### config.mk
export PLATFORM = sky130hd
export DESIGN_NAME = spi_op_framer
export DESIGN_NICKNAME = d
export VERILOG_FILES = /design/src/rtl/spi_op_pkg.sv /design/src/rtl/spi_half_timer.sv /design/src/rtl/spi_lane_shifter.sv /design/src/rtl/spi_op_sequencer.sv /design/src/rtl/spi_op_framer.sv
export SDC_FILE = /design/constraint.sdc
export NUM_CORES = 1
export LEC_CHECK = 0
export BUFFER_PORTS_ARGS = -buffer_cell sky130_fd_sc_hd__buf_2
export CORE_MARGIN = 2
export CORE_UTILIZATION = 35
export DETAILED_ROUTE_END_ITERATION = 8
export PLACE_DENSITY = 0.57
export SETUP_SLACK_MARGIN = 0.02
export SLEW_MARGIN = 10
export SYNTH_ARGS = -nofsm -noshare
export SYNTH_HDL_FRONTEND = slang
export SYNTH_HIERARCHICAL = 1
export SYNTH_SLANG_ARGS = --single-unit
### constraint.sdc
create_clock -name clk -period 8.8 [get_ports clk]
set_clock_uncertainty 0.1 [all_clocks]
set_input_delay 0.88 -clock clk [delete_from_list [all_inputs] [get_ports clk]]
set_output_delay 0.88 -clock clk [all_outputs]
set_load 0.1 [all_outputs]
### src/rtl/spi_op_pkg.sv
package spi_op_pkg;

  typedef enum logic [1:0] {
    PH_CMD   = 2'd0,
    PH_ADDR  = 2'd1,
    PH_DUMMY = 2'd2,
    PH_DATA  = 2'd3
  } phase_e;

  typedef enum logic [2:0] {
    ST_IDLE  = 3'd0,
    ST_LOAD  = 3'd1,
    ST_LOW   = 3'd2,
    ST_HIGH  = 3'd3,
    ST_TAIL  = 3'd4,
    ST_GUARD = 3'd5
  } state_e;

  // lane enable pattern for a width code
  function automatic logic [3:0] lane_mask(input logic [1:0] code);
    case (code)
      2'd0:    lane_mask = 4'b0001;
      2'd1:    lane_mask = 4'b0011;
      default: lane_mask = 4'b1111;
    endcase
  endfunction

  // SCLK periods needed for one byte at a width code
  function automatic logic [3:0] beats_per_byte(input logic [1:0] code);
    case (code)
      2'd0:    beats_per_byte = 4'd8;
      2'd1:    beats_per_byte = 4'd4;
      default: beats_per_byte = 4'd2;
    endcase
  endfunction

endpackage

### src/rtl/spi_half_timer.sv
module spi_half_timer #(
  parameter int CLK_DIV = 2
) (
  input  logic clk,
  input  logic rst_n,
  input  logic run,
  input  logic long_sel,
  output logic tick
);
  localparam int TW = $clog2(2 * CLK_DIV + 1);

  logic [TW-1:0] cnt;
  logic [TW-1:0] limit;

  assign limit = long_sel ? TW'(2 * CLK_DIV) : TW'(CLK_DIV);
  assign tick  = run && (cnt == limit - TW'(1));

  always_ff @(posedge clk or negedge rst_n) begin
    if (!rst_n)     cnt <= '0;
    else if (!run)  cnt <= '0;
    else if (tick)  cnt <= '0;
    else            cnt <= cnt + TW'(1);
  end

  // a running count never passes the selected window
  assert_count_in_window_R8: assert property (@(posedge clk) disable iff (!rst_n)
    run |-> (cnt < limit));

endmodule

### src/rtl/spi_lane_shifter.sv
module spi_lane_shifter (
  input  logic       clk,
  input  logic       rst_n,
  input  logic       load,
  input  logic [7:0] load_byte,
  input  logic       shift,
  input  logic       sample,
  input  logic [1:0] lanes,
  input  logic [3:0] io_in,
  output logic [3:0] drive_bits,
  output logic [7:0] rx_byte
);
  logic [7:0] tx_sr;
  logic [7:0] rx_sr;

  always_ff @(posedge clk or negedge rst_n) begin
    if (!rst_n) begin
      tx_sr <= '0;
    end else if (load) begin
      tx_sr <= load_byte;
    end else if (shift) begin
      case (lanes)
        2'd0:    tx_sr <= {tx_sr[6:0], 1'b0};
        2'd1:    tx_sr <= {tx_sr[5:0], 2'b00};
        default: tx_sr <= {tx_sr[3:0], 4'b0000};
      endcase
    end
  end

  always_ff @(posedge clk or negedge rst_n) begin
    if (!rst_n) begin
      rx_sr <= '0;
    end else if (sample) begin
      case (lanes)
        2'd0:    rx_sr <= {rx_sr[6:0], io_in[1]};
        2'd1:    rx_sr <= {rx_sr[5:0], io_in[1:0]};
        default: rx_sr <= {rx_sr[3:0], io_in[3:0]};
      endcase
    end
  end

  always_comb begin
    case (lanes)
      2'd0:    drive_bits = {3'b000, tx_sr[7]};
      2'd1:    drive_bits = {2'b00, tx_sr[7:6]};
      default: drive_bits = tx_sr[7:4];
    endcase
  end

  assign rx_byte = rx_sr;

endmodule

### src/rtl/spi_op_sequencer.sv
module spi_op_sequencer
  import spi_op_pkg::*;
#(
  parameter int LEN_W   = 8,
  parameter int DUMMY_W = 3
) (
  input  logic               clk,
  input  logic               rst_n,
  input  logic               desc_valid,
  output logic               desc_ready,
  input  logic [7:0]         desc_opcode,
  input  logic [23:0]        desc_addr,
  input  logic [1:0]         desc_addr_bytes,
  input  logic [1:0]         desc_addr_lanes,
  input  logic [DUMMY_W-1:0] desc_dummy_bytes,
  input  logic [1:0]         desc_dummy_lanes,
  input  logic               desc_data_in,
  input  logic [LEN_W-1:0]   desc_data_len,
  input  logic [1:0]         desc_data_lanes,
  input  logic               tx_valid,
  output logic               tx_ready,
  input  logic [7:0]         tx_data,
  input  logic               tick,
  output logic               timer_run,
  output logic               timer_long,
  output logic               load,
  output logic [7:0]         load_byte,
  output logic               shift,
  output logic               sample,
  output logic [1:0]         lanes,
  output logic [3:0]         oe,
  output logic               rx_valid,
  output logic               sclk,
  output logic               cs_n,
  output logic               done
);
  localparam int CW0 = (LEN_W > DUMMY_W) ? LEN_W : DUMMY_W;
  localparam int CW  = (CW0 > 2) ? CW0 : 2;

  state_e              state;
  phase_e              phase;
  logic [CW-1:0]       bytes_left;
  logic [3:0]          beats_left;

  logic [7:0]          r_op;
  logic [23:0]         r_addr;
  logic [1:0]          r_abytes;
  logic [1:0]          r_alanes;
  logic [DUMMY_W-1:0]  r_dummy;
  logic [1:0]          r_dlanes;
  logic                r_din;
  logic [LEN_W-1:0]    r_len;
  logic [1:0]          r_dtlanes;

  phase_e              nxt_ph;
  logic [CW-1:0]       nxt_cnt;
  logic                nxt_ok;
  logic                needs_tx;
  logic                drives;

  // choose the next non-empty phase after the current one
  always_comb begin
    nxt_ok  = 1'b0;
    nxt_ph  = PH_DATA;
    nxt_cnt = '0;
    if (phase == PH_CMD && r_abytes != 2'd0) begin
      nxt_ok  = 1'b1;
      nxt_ph  = PH_ADDR;
      nxt_cnt = CW'(r_abytes);
    end else if ((phase == PH_CMD || phase == PH_ADDR) && r_dummy != '0) begin
      nxt_ok  = 1'b1;
      nxt_ph  = PH_DUMMY;
      nxt_cnt = CW'(r_dummy);
    end else if (phase != PH_DATA && r_len != '0) begin
      nxt_ok  = 1'b1;
      nxt_ph  = PH_DATA;
      nxt_cnt = CW'(r_len);
    end
  end

  always_comb begin
    case (phase)
      PH_CMD:   lanes = 2'd0;
      PH_ADDR:  lanes = r_alanes;
      PH_DUMMY: lanes = r_dlanes;
      default:  lanes = r_dtlanes;
    endcase
  end

  always_comb begin
    case (phase)
      PH_CMD:   load_byte = r_op;
      PH_ADDR:  load_byte = r_addr[23:16];
      PH_DUMMY: load_byte = 8'h00;
      default:  load_byte = r_din ? 8'h00 : tx_data;
    endcase
  end

  assign needs_tx   = (phase == PH_DATA) && !r_din;
  assign drives     = (phase != PH_DUMMY) && !((phase == PH_DATA) && r_din);
  assign desc_ready = (state == ST_IDLE);
  assign tx_ready   = (state == ST_LOAD) && needs_tx;
  assign load       = (state == ST_LOAD) && (!needs_tx || tx_valid);
  assign shift      = (state == ST_HIGH) && tick && (beats_left > 4'd1);
  assign sample     = (state == ST_LOW) && tick && (phase == PH_DATA) && r_din;
  assign timer_run  = (state == ST_LOW) || (state == ST_HIGH) ||
                      (state == ST_TAIL) || (state == ST_GUARD);
  assign timer_long = (state == ST_GUARD);
  assign oe = (drives && ((state == ST_LOAD) || (state == ST_LOW) || (state == ST_HIGH)))
              ? lane_mask(lanes) : 4'b0000;

  always_ff @(posedge clk or negedge rst_n) begin
    if (!rst_n) begin
      state      <= ST_IDLE;
      phase      <= PH_CMD;
      bytes_left <= '0;
      beats_left <= '0;
      r_op       <= '0;
      r_addr     <= '0;
      r_abytes   <= '0;
      r_alanes   <= '0;
      r_dummy    <= '0;
      r_dlanes   <= '0;
      r_din      <= 1'b0;
      r_len      <= '0;
      r_dtlanes  <= '0;
      sclk       <= 1'b0;
      cs_n       <= 1'b1;
      done       <= 1'b0;
      rx_valid   <= 1'b0;
    end else begin
      done     <= 1'b0;
      rx_valid <= 1'b0;
      case (state)
        ST_IDLE: begin
          if (desc_valid) begin
            r_op      <= desc_opcode;
            r_abytes  <= desc_addr_bytes;
            r_alanes  <= desc_addr_lanes;
            r_dummy   <= desc_dummy_bytes;
            r_dlanes  <= desc_dummy_lanes;
            r_din     <= desc_data_in;
            r_len     <= desc_data_len;
            r_dtlanes <= desc_data_lanes;
            case (desc_addr_bytes)
              2'd1:    r_addr <= {desc_addr[7:0], 16'h0000};
              2'd2:    r_addr <= {desc_addr[15:0], 8'h00};
              default: r_addr <= desc_addr;
            endcase
            phase      <= PH_CMD;
            bytes_left <= CW'(1);
            cs_n       <= 1'b0;
            state      <= ST_LOAD;
          end
        end
        ST_LOAD: begin
          if (load) begin
            beats_left <= beats_per_byte(lanes);
            if (phase == PH_ADDR) r_addr <= {r_addr[15:0], 8'h00};
            state <= ST_LOW;
          end
        end
        ST_LOW: begin
          if (tick) begin
            sclk     <= 1'b1;
            rx_valid <= sample && (beats_left == 4'd1);
            state    <= ST_HIGH;
          end
        end
        ST_HIGH: begin
          if (tick) begin
            sclk <= 1'b0;
            if (beats_left > 4'd1) begin
              beats_left <= beats_left - 4'd1;
              state      <= ST_LOW;
            end else if (bytes_left > CW'(1)) begin
              bytes_left <= bytes_left - CW'(1);
              state      <= ST_LOAD;
            end else if (nxt_ok) begin
              phase      <= nxt_ph;
              bytes_left <= nxt_cnt;
              state      <= ST_LOAD;
            end else begin
              state <= ST_TAIL;
            end
          end
        end
        ST_TAIL: begin
          if (tick) begin
            cs_n  <= 1'b1;
            done  <= 1'b1;
            state <= ST_GUARD;
          end
        end
        ST_GUARD: begin
          if (tick) state <= ST_IDLE;
        end
        default: state <= ST_IDLE;
      endcase
    end
  end

  // clock edges only inside a frame
  assert_sclk_framed_R9: assert property (@(posedge clk) disable iff (!rst_n)
    sclk |-> !cs_n);

  // completion coincides with the release of chip select
  assert_done_on_release_R9: assert property (@(posedge clk) disable iff (!rst_n)
    done |-> (cs_n && !$past(cs_n)));

  // a new descriptor is only taken outside a frame
  assert_ready_outside_frame_R10: assert property (@(posedge clk) disable iff (!rst_n)
    desc_ready |-> cs_n);

  // waiting on transmit data never leaves the clock high
  assert_stall_clock_low_R6: assert property (@(posedge clk) disable iff (!rst_n)
    tx_ready |-> (!sclk && !cs_n));

  // lane enables do not move during a high clock phase
  assert_oe_stable_high_R8: assert property (@(posedge clk) disable iff (!rst_n)
    (sclk && $past(sclk)) |-> $stable(oe));

endmodule

### src/rtl/spi_op_framer.sv
module spi_op_framer #(
  parameter int CLK_DIV = 2,
  parameter int LEN_W   = 8,
  parameter int DUMMY_W = 3
) (
  input  logic               clk,
  input  logic               rst_n,
  input  logic               desc_valid,
  output logic               desc_ready,
  input  logic [7:0]         desc_opcode,
  input  logic [23:0]        desc_addr,
  input  logic [1:0]         desc_addr_bytes,
  input  logic [1:0]         desc_addr_lanes,
  input  logic [DUMMY_W-1:0] desc_dummy_bytes,
  input  logic [1:0]         desc_dummy_lanes,
  input  logic               desc_data_in,
  input  logic [LEN_W-1:0]   desc_data_len,
  input  logic [1:0]         desc_data_lanes,
  input  logic               tx_valid,
  output logic               tx_ready,
  input  logic [7:0]         tx_data,
  output logic               rx_valid,
  output logic [7:0]         rx_data,
  output logic               done,
  output logic               spi_sclk,
  output logic               spi_cs_n,
  output logic [3:0]         io_out,
  output logic [3:0]         io_oe,
  input  logic [3:0]         io_in
);
  logic       tick;
  logic       timer_run;
  logic       timer_long;
  logic       load;
  logic [7:0] load_byte;
  logic       shift;
  logic       sample;
  logic [1:0] lanes;
  logic [3:0] oe;
  logic [3:0] drive_bits;

  spi_half_timer #(.CLK_DIV(CLK_DIV)) u_timer (
    .clk      (clk),
    .rst_n    (rst_n),
    .run      (timer_run),
    .long_sel (timer_long),
    .tick     (tick)
  );

  spi_op_sequencer #(.LEN_W(LEN_W), .DUMMY_W(DUMMY_W)) u_seq (
    .clk              (clk),
    .rst_n            (rst_n),
    .desc_valid       (desc_valid),
    .desc_ready       (desc_ready),
    .desc_opcode      (desc_opcode),
    .desc_addr        (desc_addr),
    .desc_addr_bytes  (desc_addr_bytes),
    .desc_addr_lanes  (desc_addr_lanes),
    .desc_dummy_bytes (desc_dummy_bytes),
    .desc_dummy_lanes (desc_dummy_lanes),
    .desc_data_in     (desc_data_in),
    .desc_data_len    (desc_data_len),
    .desc_data_lanes  (desc_data_lanes),
    .tx_valid         (tx_valid),
    .tx_ready         (tx_ready),
    .tx_data          (tx_data),
    .tick             (tick),
    .timer_run        (timer_run),
    .timer_long       (timer_long),
    .load             (load),
    .load_byte        (load_byte),
    .shift            (shift),
    .sample           (sample),
    .lanes            (lanes),
    .oe               (oe),
    .rx_valid         (rx_valid),
    .sclk             (spi_sclk),
    .cs_n             (spi_cs_n),
    .done             (done)
  );

  spi_lane_shifter u_shift (
    .clk        (clk),
    .rst_n      (rst_n),
    .load       (load),
    .load_byte  (load_byte),
    .shift      (shift),
    .sample     (sample),
    .lanes      (lanes),
    .io_in      (io_in),
    .drive_bits (drive_bits),
    .rx_byte    (rx_data)
  );

  assign io_oe  = oe;
  assign io_out = drive_bits & oe;

  // a received byte is never reported while lanes are driven
  assert_rx_lanes_released_R7: assert property (@(posedge clk) disable iff (!rst_n)
    rx_valid |-> (io_oe == 4'b0000));

  // lanes are only driven inside a frame
  assert_drive_in_frame_R9: assert property (@(posedge clk) disable iff (!rst_n)
    (io_oe != 4'b0000) |-> !spi_cs_n);

endmodule

Word level (Yosys, flattened, before mapping)
Index checks and enable logic that the tools add are counted.
W data, S select, Z words.
{"block": "totals", "wordCells": 162, "output_inout_bits": 22, "input_bits": 68, "ff_bits": 92}
{"block": "classes", "bitwise": 1, "muxes": 62, "eq_ne": 27, "reduce_logical": 46, "addsub": 4, "n_lt_le_gt_ge": 2}
{"cell": "$pmux W24 S2", "n": 2}
{"cell": "$mux W8", "n": 11}
{"cell": "$mux W24", "n": 3}
{"cell": "$pmux W8 S2", "n": 3}
{"cell": "$mux W3", "n": 12}
{"cell": "$pmux W4 S2", "n": 4}
{"cell": "$pmux W8 S3", "n": 1}
{"cell": "$pmux W3 S6", "n": 1}
{"cell": "$logic_and A1 B1 Y1", "n": 16}
{"cell": "$mux W4", "n": 4}
{"cell": "$ne A2 B2 Y1 const B", "n": 7}
{"cell": "$reduce_bool A2 Y1", "n": 7}
{"cell": "$mux W2", "n": 6}
{"cell": "$ne A2 B1 Y1 const B", "n": 6}
{"cell": "$reduce_and A6 Y1", "n": 2}
{"cell": "$mux W1", "n": 11}
{"cell": "$gt A8 B1 Y1 const B", "n": 1}
{"cell": "$reduce_and A4 Y1", "n": 2}
{"cell": "$reduce_bool A8 Y1", "n": 1}
{"cell": "$sub A8 B1 Y8 const B", "n": 1}
{"cell": "$logic_or A1 B1 Y1", "n": 7}
{"cell": "$eq A2 B1 Y1 const B", "n": 3}
{"cell": "$eq A2 B2 Y1 const B", "n": 3}
{"cell": "$eq A3 B2 Y1 const B", "n": 2}
{"cell": "20 further kinds", "n": 26}

Depth between registers and ports, before layout
Gate-level depths: netlist of run 1.
{"block": "depth", "ltp_word": 11, "depth_mapped": 11, "mapped_depth_nobuf": 10}

By module
Netlist of run 1, hierarchy kept.
{"mod": "spi_op_sequencer", "n_inst": 1, "area_each_um2": 4151.5, "seq_area_each_um2": 1828.0, "cells_each": 518}
{"mod": "spi_lane_shifter", "n_inst": 1, "area_each_um2": 969.7, "seq_area_each_um2": 400.4, "cells_each": 109}
{"mod": "spi_half_timer", "n_inst": 1, "area_each_um2": 145.1, "seq_area_each_um2": 75.1, "cells_each": 13}
{"mod": "spi_op_framer", "n_inst": 1, "area_each_um2": 25.0, "seq_area_each_um2": 0.0, "cells_each": 4}

Least setup slack after synthesis of run 1
OpenSTA, ideal clock, no wires.
{"block": "synth_path", "kind": "register -> output", "start": "reg u_seq.phase[0]", "end": "out io_out[1]", "path_slack_ns": 2.203, "arrival_time_ns": 5.617, "path_stages_with_launch": 6, "path_buffers": 1, "required_ns": 7.820, "cell_sequence": "dfrtp_1 buf_1 nand2b_1 a211oi_1 nor2b_1 and2_1"}
{"block": "synth_between", "elab_chain_cells": 7, "elab_cells_between_ends": 16, "classes_between": "5 x eq/ne; 4 x mux; 1 x bitwise; 6 x reduce/logical"}
{"item": "from (decl)", "line": "spi_op_sequencer.sv:41", "rtl": "phase_e phase;"}
{"item": "from (signal assigned)", "line": "spi_op_sequencer.sv:180", "rtl": "phase <= nxt_ph;"}
{"item": "parallel branches: the longest is 5 deep, another holds $pmux W4 S2"}
{"item": "$mux W4 *", "line": "spi_op_sequencer.sv:110", "rtl": "? lane_mask(lanes) : 4'b0000;"}
{"item": "named net io_oe[1]", "line": "spi_op_framer.sv:28", "rtl": "output logic [3:0] io_oe,"}
{"item": "$and A4 B4 Y4 *", "line": "spi_op_framer.sv:96", "rtl": "assign io_out = drive_bits & oe;"}
{"item": "to (decl)", "line": "spi_op_framer.sv:27", "rtl": "output logic [3:0] io_out,"}
Mark *: on every way through the listed nets, which the timed path passes.

Final worst setup path of run 1
{"block": "layout_path", "start": "reg u_seq.phase[0]", "end": "out io_out[1]"}
{"block": "layout_between", "elab_cells_between_ends": 16, "classes_between": "5 x eq/ne; 4 x mux; 1 x bitwise; 6 x reduce/logical"}
{"item": "$eq A2 B2 Y1 (tied with other cells)", "line": "spi_op_sequencer.sv:82", "rtl": "case (phase)"}
{"item": "$pmux W2 S3 *", "line": "spi_op_sequencer.sv:82"}
{"item": "named net lanes[0]", "line": "spi_op_framer.sv:38", "rtl": "logic [1:0] lanes;"}
{"item": "$eq A2 B1 Y1 / $logic_not A2 Y1 (equally long branches)", "line": "spi_op_pkg.sv:21, spi_lane_shifter.sv:43"}
{"item": "$pmux W4 S2", "line": "spi_op_pkg.sv:21", "rtl": "case (code)"}
{"item": "$mux W4", "line": "spi_op_sequencer.sv:110"}
{"item": "$and A4 B4 Y4 *", "line": "spi_op_framer.sv:96"}
The timed path passes the listed nets; every way through them passes the cells marked *.

==> results of run 1 <==
-- logic make-up (layout without fill, tap and decap cells) --
| kind of cell | after synthesis | in the layout | share of synthesized area, % |
|---|---|---|---|
| multiplexers | 15 | 15 | 3.027 |
| AND/OR/NAND/NOR | 276 | 276 | 23.34 |
| buffers and inverters | 67 | 136 | 5.320 |
| XOR/XNOR | 4 | 4 | 0.6622 |
| adder cells (fa/ha/maj) | 7 | 7 | 1.655 |
| other | 0 | 2 | 0 |
| flip-flops | 92 | 92 | 43.53 |
| AO/OA/AOI/OAI | 183 | 183 | 22.46 |
-- worst max-delay path: stages (launching register included) --
cell	delay, ns
dfrtp_1	0.82
nor2b_1	0.31
a22o_1	0.83
nor2_1	0.14
nor2b_1	0.18
and2_1	0.14
buf_2	0.42
-- how the worst max path moves through the flow --
stage                         startpoint   endpoint  slack, ns  cells past startpoint
after floorplan           u_seq/phase[0]  io_out[1]       2.20                      5
after global placement    u_seq/phase[0]  io_out[0]       5.10                      6
after detailed placement  u_seq/phase[0]  io_out[1]       4.95                      6
after CTS                 u_seq/phase[0]  io_out[1]       4.58                      6
after global routing      u_seq/phase[0]  io_out[0]       4.34                      6
final                     u_seq/phase[0]  io_out[1]       4.63                      6
-- cell usage after synthesis, types with 3 or more instances --
cell type / n / area (um^2)
nand2_1: 148 / 555.5
dfrtp_1: 91 / 2277
nor2_1: 60 / 225.2
o21ai_0: 41 / 205.2
a21oi_1: 34 / 170.2
clkbuf_1: 30 / 112.6
inv_1: 23 / 86.33
o31ai_1: 16 / 120.1
o22ai_1: 14 / 87.58
a211oi_1: 12 / 90.09
o21ai_1: 11 / 55.05
a31oi_1: 10 / 62.56
and2_1: 10 / 62.56
mux2i_1: 10 / 100.1
nand2b_1: 9 / 56.30
nor2b_1: 9 / 56.30
nor3_1: 9 / 45.04
a22oi_1: 8 / 60.06
a221oi_1: 7 / 61.31
ha_1: 7 / 87.58
nand3b_1: 7 / 52.55
buf_2: 6 / 30.03
a22o_1: 5 / 43.79
o211a_1: 5 / 50.05
a21o_1: 4 / 30.03
mux2_2: 4 / 45.04
nor3b_1: 3 / 22.52
nor4_1: 3 / 18.77
or3_1: 3 / 18.77
-- per-layer routing --
metal | part of all wire [%] | track usage [%]
met1 | 48 | 23.36
met4 | 1.7 | 6.076
met3 | 5.0 | 3.458
met5 | 0.099 | 0
met2 | 45 | 28.02
-- area by class of cell --
cell class	instances	area (um^2)	share of cell area (%)
antenna	2	5.005	0.08148
clock buffer	14	264.0	4.298
clock inverter	2	35.03	0.5704
inverter	25	93.84	1.528
multi-input combinational	485	2718	44.25
sequential	92	2303	37.50
tap	184	230.2	3.748
timing repair buffer	95	493.0	8.026
-- power groups by stage --
stage | Combinational, W | Sequential, W | Clock (W)
final | 0.000880 | 0.000747 | 0.000392
after global routing | 0.000995 | 0.000776 | 0.000423
after CTS | 0.000882 | 0.000748 | 0.000403
after detailed placement | 0.000878 | 0.000756 | 0
after global placement | 0.000859 | 0.000748 | 0
after floorplan | 0.000737 | 0.000705 | 0
-- through the flow --
stage	setup slack (ns)	utilization [%]
floorplan	2.203	-
global placement	5.095	39.87
detailed placement	4.954	39.87
CTS	4.578	41.91
global route	4.343	41.91
finish	4.627	41.94
-- state kept, by name (all words and copies together) (netlist names), 3 cells and up --
signal            count
u_seq/r_dummy         3
u_seq/bytes_left      8
u_seq/r_op            8
u_seq/r_addr         24
u_seq/r_len           8
u_seq/state           3
u_shift/rx_byte       8
u_timer/cnt           3
u_shift/tx_sr         8
u_seq/beats_left      4
==> qor.csv, run 1 <==
stage,metric,value,unit
clock_tree,cts_made_buffers,9,
synthesis,synthArstFlopShare,100.0,%
synthesis,ys_seq_elements,92,
die,pin_count,90,
pwr,power_frac_comb,43.6,%
drt,routed_wl,13.17,mm
place,placement.io_buffers,89,
global_routing,grt_max_degree,49,
hold_path,whs_path_depth,2,
global_routing,antenna_found_initial,2,
pwr,switching_power,0.0008556,W
pwr,switching_share,42.38,%
critical_path,required,7.82,ns
pwr,seqPwrFrac,37.0,%
synthesis,synthesis.nets,719,
hold_path,min_from,u_seq/r_op[6],
critical_path,reg2reg_to,u_seq/bytes_left[7],
timing,hold_ws,0.3734,ns
drt,post-route-drc-count,0,
global_routing,grt_pass1_vias,4573,
timing,setup_tns,0,ns
synthesis,syn-mean-instance-area,8.216,um^2
critical_path,critPathCaptureType,output port,
critical_path,reg2reg_slack,5.74,ns
timing,rsz0062_at_grt,false,
synthesis,ys_seq_area_share,43.53,%
place,gp_congestion,0.8297,
global_routing,grt_pass1_wl,22.65,mm
critical_path,arrival,3.19,ns
pwr,power.total,0.002019,W
hold_path,whs_endpoint,u_seq/r_op[6],
global_routing,grt-ovfl-total,0,
synthesis,ys.warnings.count,6,
critical_path,worstSetupPathType,register to output port,
timing,fin_crit,4.173,ns
synthesis,syn_area,0.005291,mm^2
synthesis,synthCells,644,
place,place_area,0.005838,mm^2
drt,drt_iter0_drc,229,
layout,mostFrequentLayoutCells,"148 x nand2_1, 91 x dfrtp_1, 88 x buf_2, 60 x nor2_1, 41 x o21ai_0",
layout,syn_to_final_growth,16.08,%
timing,hold_viol,0,
timing,max_freq,239.7,MHz
layout,final_nets,783,
clock_tree,tritoncts,yes,
drt,dr.pass1.iters,4,
drt,postRouteAntennaNets,0,
layout,finalInstanceArea,0.006142,mm^2
timing,setup_viol,0,
clock_tree,cts_root_buf,clkbuf_16,
flow_run,drv_cap,0,
clock_tree,hold_buffers,0,
place,hpwlAfterDp,9.737,mm
clock_tree,clock_path_buffers,2,
drt,wl_per_cell,14.65,um
drt,via_per_inst,5.238,
clock_tree,postCtsSetupBuffers,0,
die,initial_core_util,36.13,%
run_status,status,"finished, final reports clean",
critical_path,timing.rr.start,u_seq/state[0],
synthesis,yosysUniqueCellTypes,63,
layout,final_common_cell,nand2_1,
timing,max_slew.worst_pin.slew,1.102,ns
synthesis,synthFlopType,dfrtp_1,
die,die_h,127.0,um
hold_path,hold_path_class,register to register,
pwr,powerDensity,328.7,mW/mm^2
die,die_area,0.01612,mm^2
die,core,0.01464,mm^2
layout,layout.cells.non_filler,899,
critical_path,critPathMaxFanout,27,
timing,slew_headroom,26.32,%
layout,fill_cells,1494,
pwr,p_int,0.001164,W
die,die_w,127.0,um
layout,drive_gt1_share,18.23,%
pwr,p_clk_share,19.4,%
drt,via_count,4709,
clock_tree,post_cts_resized,0,
global_routing,track_usage,17.37,%
critical_path,critPathLaunchType,register,
timing,finalCritPeriodShare,47.42,%
place,place_inst,881,
clock_tree,htree_num_levels,3,
timing,final-max-slew-violation-count,0,
pwr,ir_worst_vdd,0.1853,mV
critical_path,rr_worst_depth,10,
clock_tree,clock-sinks,92,
synthesis,synth_edf_count,0,
pwr,p_leak,2.864,nW
clock_tree,clk_latency,0.35,ns
die,fp-row-count,44,
clock_tree,clk_pin_slew,0.07,ns
(Power assumes the default switching activity.)
==> run 2, diff against run 1 <==
PLACE_DENSITY = 0.59   (was 0.57)
clock period = 3.4 ns   (was 8.8 ns; I/O delays follow)
==> qor.csv, run 2 (synthesized netlist as in run 1, its figures left out) <==
stage,metric,value,unit,change
timing,rsz0062_at_grt,false,,
layout,syn_to_final_growth,19.96,%,
critical_path,critPathTopFamily,compound AO/OA/AOI/OAI gates,,
clock_tree,clk_pin_slew,0.06,ns,about the same
clock_tree,tritoncts,yes,,
clock_tree,cts_root_buf,clkbuf_16,,
drt,wl_per_cell,14.61,um,-0.28%
layout,drive_gt1_share,20.47,%,+2.2 points
timing,setup_viol,0,,unchanged
hold_path,hold_path_class,primary input to register,,
timing,slew_headroom,36.09,%,+9.8 points
clock_tree,clock_path_buffers,2,,unchanged
critical_path,slowest_stage,dfrtp_1,,
place,hpwlAfterDp,9.872,mm,+1.4%
critical_path,reg2reg_slack,0.37,ns,-5.37 ns
critical_path,rr_worst_depth,10,,unchanged
clock_tree,htree_num_levels,3,,unchanged
layout,top_register,u_seq/r_addr,,
clock_tree,clock-sinks,92,,unchanged
place,dp_slack,0.4122,ns,-4.541 ns
die,die_area,0.01612,mm^2,unchanged
drt,post-route-drc-count,0,,unchanged
clock_tree,cts_made_buffers,9,,unchanged
drt,postRouteAntennaNets,0,,unchanged
critical_path,reg2reg_to,u_seq/bytes_left[7],,
die,fp-row-count,44,,unchanged
timing,fin_crit,3.027,ns,
drt,via_count,4754,,+0.96%
critical_path,startpoint,u_seq/state[0],,
critical_path,required,3.58,ns,-4.24 ns
layout,final_common_cell,nand2_1,,
layout,final_nets,793,,+1.3%
critical_path,worstSetupPathType,register to register,,
die,die_h,127.0,um,unchanged
die,core,0.01464,mm^2,unchanged
critical_path,path_buf_inv,2,,+1
pwr,p_leak,2.970,nW,+3.7%
critical_path,critPathMaxFanout,15,,-44%
timing,final-max-slew-violation-count,0,,unchanged
critical_path,timing.rr.start,u_seq/state[0],,
critical_path,cp_cell_sequence,"inv_1, nor3b_1, xnor2_1, and4_2, inv_1, a31oi_1, nor2_1, a221o_2, a2111oi_1, a21o_1",,
place,placement.io_buffers,89,,unchanged
layout,mostFrequentLayoutCells,"148 x nand2_1, 91 x dfrtp_1, 85 x buf_2, 60 x nor2_1, 41 x o21ai_0",,
die,pin_count,90,,unchanged
timing,finalCritPeriodShare,89.04,%,
layout,multi_input_area,0.002750,mm^2,+1.2%
flow_run,drv_cap,0,,unchanged
die,initial_core_util,36.13,%,unchanged
layout,largest_reg_flops,24,,unchanged
timing,max_freq,330.3,MHz,
hold_path,whs_path_depth,3,,+1
place,place_area,0.005983,mm^2,+2.5%
drt,drt_iter0_drc,255,,+11%
drt,dr.pass1.iters,5,,+1
layout,seqCellArea,0.002303,mm^2,unchanged
global_routing,grt-ovfl-total,0,,unchanged
drt,routed_wl,13.27,mm,+0.71%
critical_path,critPathCaptureType,register,,
pwr,powerDensity,872.5,mW/mm^2,+170%
run_status,status,"finished, final reports clean",,
global_routing,track_usage,17.17,%,-0.20 points
critical_path,arrival,3.21,ns,+0.02 ns
global_routing,grt_pass1_wl,22.40,mm,-1.1%
global_routing,grt_pass1_vias,4679,,+2.3%
place,gp_congestion,0.8938,,+7.7%
layout,finalInstanceArea,0.006347,mm^2,+3.3%
global_routing,grt_max_degree,44,,-10%
layout,fill_cells,1512,,+1.2%
global_routing,antenna_found_initial,2,,unchanged
die,die_w,127.0,um,unchanged
timing,setup_ws,0.3728,ns,-4.255 ns
critical_path,cpMostUsedCell,inv_1,,
pwr,ir_worst_vdd,0.4443,mV,+140%
critical_path,critPathMaxStageDelay,0.58,ns,-0.25 ns
drt,via_per_inst,5.236,,about the same
clock_tree,clk_latency,0.34,ns,about the same
timing,max_slew.worst_pin.slew,0.9587,ns,-0.1438 ns
critical_path,critPathLaunchType,register,,
critical_path,crit_cells,10,,+4
timing,hold_viol,0,,unchanged
critical_path,endpoint,u_seq/bytes_left[7],,
==> run 2: changes by cell type in the layout (fill, tap and decap cells not counted), sizes merged <==
cell and change:
clkbuf -2, diode -1, buf +9, dlygate4sd3 +1, bufinv +2
==> run 2: per-layer routing <==
layer,share of wire [%],wire length [um],vias up,GRT usage [%]
met5,0.090,12,-,0
met4,1.3,176,2,6.206
met3,5.5,726,14,3.669
met2,45,6028,128,27.36
met1,48,6324,2220,23.16
li1,-,-,2390,-
==> run 2: through the flow <==
step	util (%)	hold WS, ns	cells	total power (W)	TNS, ns
finish	43.34	0.08551	908	0.005538	0
detailed placement	40.86	0.2754	890	0.004367	0
CTS	43.33	0.07293	907	0.005564	0
floorplan	-	-0.05559	644	0.003763	-0.1149
global route	43.34	0.08546	908	0.005951	0
global placement	40.86	0.2652	890	0.004292	0
==> run 2: tightest hold or removal path, cell delays in order <==
cell and delay [ns]:
buf_2 0.07, nand2_1 0.04, nand2_1 0.04
==> run 2: how the worst min path moves through the flow <==
stage	from	end	slack (ns)
after floorplan	rst_n	u_seq/beats_left[0]	-0.06
after global placement	rst_n	u_seq/r_dtlanes[1]	0.27
after detailed placement	rst_n	u_seq/r_dlanes[1]	0.28
after CTS	desc_opcode[0]	u_seq/r_op[0]	0.07
after global routing	desc_opcode[5]	u_seq/r_op[5]	0.09
final	desc_data_len[3]	u_seq/r_len[3]	0.09
==> run 2: layout make-up <==
class,instances,share of cell area [%]
Multi-Input combinational cell,485,43.33
Sequential cell,92,36.29
Timing Repair Buffer,105,9.698
Clock buffer,12,4.041
Tap cell,184,3.627
Clock inverter,4,1.498
Inverter,25,1.478
Antenna cell,1,0.03942
==> run 2: power by group <==
group          total, W  leakage (nW)  internal (W)  switching, W
Sequential      0.00189          1.15       0.00152      0.000361
Clock           0.00117         0.173      0.000758      0.000412
Combinational   0.00248          1.65      0.000984       0.00150
==> run 2: what timing repair did <==
item	in CTS	in global routing
hold buffers	1	0
setup buffers	0	0
hold endpoints to repair	40	0
resized for setup	0	0
setup endpoints to repair	0	0
==> run 3, diff against run 2 <==
PLACE_DENSITY = 0.58   (was 0.59)
==> qor.csv, run 3 (synthesized netlist as in run 1, its figures left out) <==
stage,metric,value,unit,change
critical_path,arrival,2.67,ns,-0.54 ns
global_routing,grt_pass1_wl,22.09,mm,-1.4%
drt,via_per_inst,5.277,,+0.79%
pwr,ir_worst_vdd,0.5834,mV,+31%
place,place_inst,892,,+0.22%
layout,final_nets,795,,+0.25%
timing,setup_ws,0.2862,ns,-0.08653 ns
timing,final-max-slew-violation-count,0,,unchanged
global_routing,grt_pass1_vias,4504,,-3.7%
clock_tree,postCtsSetupBuffers,0,,unchanged
die,core,0.01464,mm^2,unchanged
clock_tree,post_cts_resized,0,,unchanged
timing,fin_crit,3.114,ns,+0.08653 ns
clock_tree,tritoncts,yes,,
critical_path,worstSetupPathType,register to output port,,
flow_run,drv_cap,0,,unchanged
global_routing,track_usage,16.98,%,-0.19 points
timing,max_slew.worst_pin.slew,0.8697,ns,-0.08900 ns
timing,slew_headroom,42.02,%,+5.9 points
layout,drive_gt1_share,20.30,%,-0.17 points
critical_path,critPathLaunchType,register,,
critical_path,required,2.96,ns,-0.62 ns
run_status,status,"finished, final reports clean",,
die,die_w,127.0,um,unchanged
layout,fill_cells,1484,,-1.9%
layout,mostFrequentLayoutCells,"148 x nand2_1, 91 x dfrtp_1, 85 x buf_2, 60 x nor2_1, 41 x o21ai_0",,
pwr,p_leak,2.944,nW,-0.86%
die,die_h,127.0,um,unchanged
clock_tree,cts_made_buffers,9,,unchanged
clock_tree,cts_root_buf,clkbuf_16,,
place,hpwlAfterDp,10.01,mm,+1.4%
die,die_area,0.01612,mm^2,unchanged
clock_tree,htree_num_levels,3,,unchanged
drt,wl_per_cell,14.73,um,+0.83%
critical_path,critPathTopFamily,simple AND/OR/NAND/NOR gates,,
layout,fin_util,43.01,%,-0.33 points
die,initial_core_util,36.13,%,unchanged
place,dp_slack,0.4367,ns,+0.02450 ns
critical_path,cpMostUsedCell,and2_4,,
die,pin_count,90,,unchanged
critical_path,critPathMaxFanout,18,,+3
layout,largest_reg_flops,24,,unchanged
timing,hold_ws,0.08802,ns,+0.002504 ns
clock_tree,clock_path_buffers,2,,unchanged
drt,dr.pass1.iters,5,,unchanged
layout,layout.cells.non_filler,910,,+0.22%
critical_path,slowest_stage,a22o_1,,
layout,final_common_cell,nand2_1,,
global_routing,grt-ovfl-total,0,,unchanged
clock_tree,clock-sinks,92,,unchanged
layout,top_register,u_seq/r_addr,,
critical_path,critPathMaxStageDelay,0.67,ns,+0.09 ns
drt,drt_iter0_drc,357,,+40%
drt,post-route-drc-count,0,,unchanged
pwr,powerDensity,852.4,mW/mm^2,-2.3%
global_routing,grt_max_degree,46,,+4.5%
layout,syn_to_final_growth,19.04,%,
critical_path,path_buf_inv,1,,-1
place,gp_congestion,0.8292,,-7.2%
drt,postRouteAntennaNets,0,,unchanged
clock_tree,clk_latency,0.34,ns,about the same
layout,finalInstanceArea,0.006299,mm^2,-0.77%
timing,setup_viol,0,,unchanged
layout,seqCellArea,0.002303,mm^2,unchanged
layout,multi_input_area,0.002750,mm^2,unchanged
place,placement.io_buffers,89,,unchanged
global_routing,antenna_found_initial,3,,+1
drt,via_count,4802,,+1.0%
critical_path,critPathCaptureType,output port,,
place,place_area,0.005998,mm^2,+0.25%
drt,routed_wl,13.41,mm,+1.0%
timing,finalCritPeriodShare,91.58,%,+2.5 points
timing,rsz0062_at_grt,false,,
timing,hold_viol,0,,unchanged
timing,max_freq,321.2,MHz,-2.8%
critical_path,cp_cell_sequence,"nor2b_1, a22o_1, and2_4, and2_4, buf_2",,
die,fp-row-count,44,,unchanged
clock_tree,clk_pin_slew,0.06,ns,about the same
hold_path,hold_path_class,primary input to register,,
==> run 3: cell types whose count changed in the layout (fill, tap and decap cells not counted) <==
cell / before / now
buf_4: 16 / 18
bufinv_16: 3 / 1
clkbuf_1: 1 / 3
clkbuf_8: 2 / 1
diode_2: 1 / 2
==> run 3: final cells by class <==
type                            count  area share [%]
Antenna cell                        2         0.07946
Clock buffer                       13           3.973
Clock inverter                      2          0.5562
Inverter                           25           1.490
Multi-Input combinational cell    485           43.66
Sequential cell                    92           36.57
Tap cell                          184           3.655
Timing Repair Buffer              107           10.01
==> run 3: timing repair <==
| item | 4_1_cts | 5_1_grt |
|---|---|---|
| hold buffers | 1 | 0 |
| hold endpoints to repair | 42 | 0 |
| endpoints found under the setup margin | 0 | 0 |
==> run 3: power by group <==
group	total (W)	switching (W)	leakage [nW]	internal (W)
clock	0.000989	0.000403	0.140	0.000586
sequential	0.00191	0.000381	1.15	0.00152
combinational	0.00247	0.00149	1.65	0.000983
total	0.00537	0.00228	2.94	0.00309
==> run 3: path summary, 6_finish.rpt <==
kind,start,endpoint,slack [ns],cells after the start
max,u_seq/phase[0],io_out[3],0.29,5
min,desc_data_len[0],u_seq/r_len[0],0.09,3
max reg2reg,u_seq/state[0],u_seq/bytes_left[7],0.37,10
min reg2reg,u_seq/r_dlanes[0],u_seq/r_dlanes[0],0.38,2
max in group asynchronous,rst_n,u_seq/r_op[6],1.97,3
min in group asynchronous,rst_n,u_seq/r_addr[6],0.45,2
==> run 3: stage by stage <==
stage / total power (W) / TNS, ns
floorplan: 0.003763 / -0.1149
global placement: 0.004302 / 0
detailed placement: 0.004376 / 0
CTS: 0.005386 / 0
global route: 0.005792 / 0
finish: 0.005369 / 0
==> run 3: worst min-delay path: cells and delay by family <==
kind                   cells  cell delay (ns)
buffers and inverters      1             0.07
and+or+nand+nor            2             0.08
==> run 3: metal layers <==
layer | global-route usage [%] | up-vias | share of wire, % | wire length [um]
met3 | 3.585 | 19 | 5.6 | 751
met5 | 0 | - | 0.12 | 16
met1 | 23.26 | 2245 | 47 | 6358
met2 | 26.41 | 139 | 45 | 6058
met4 | 6.593 | 2 | 1.7 | 222
li1 | - | 2397 | - | -
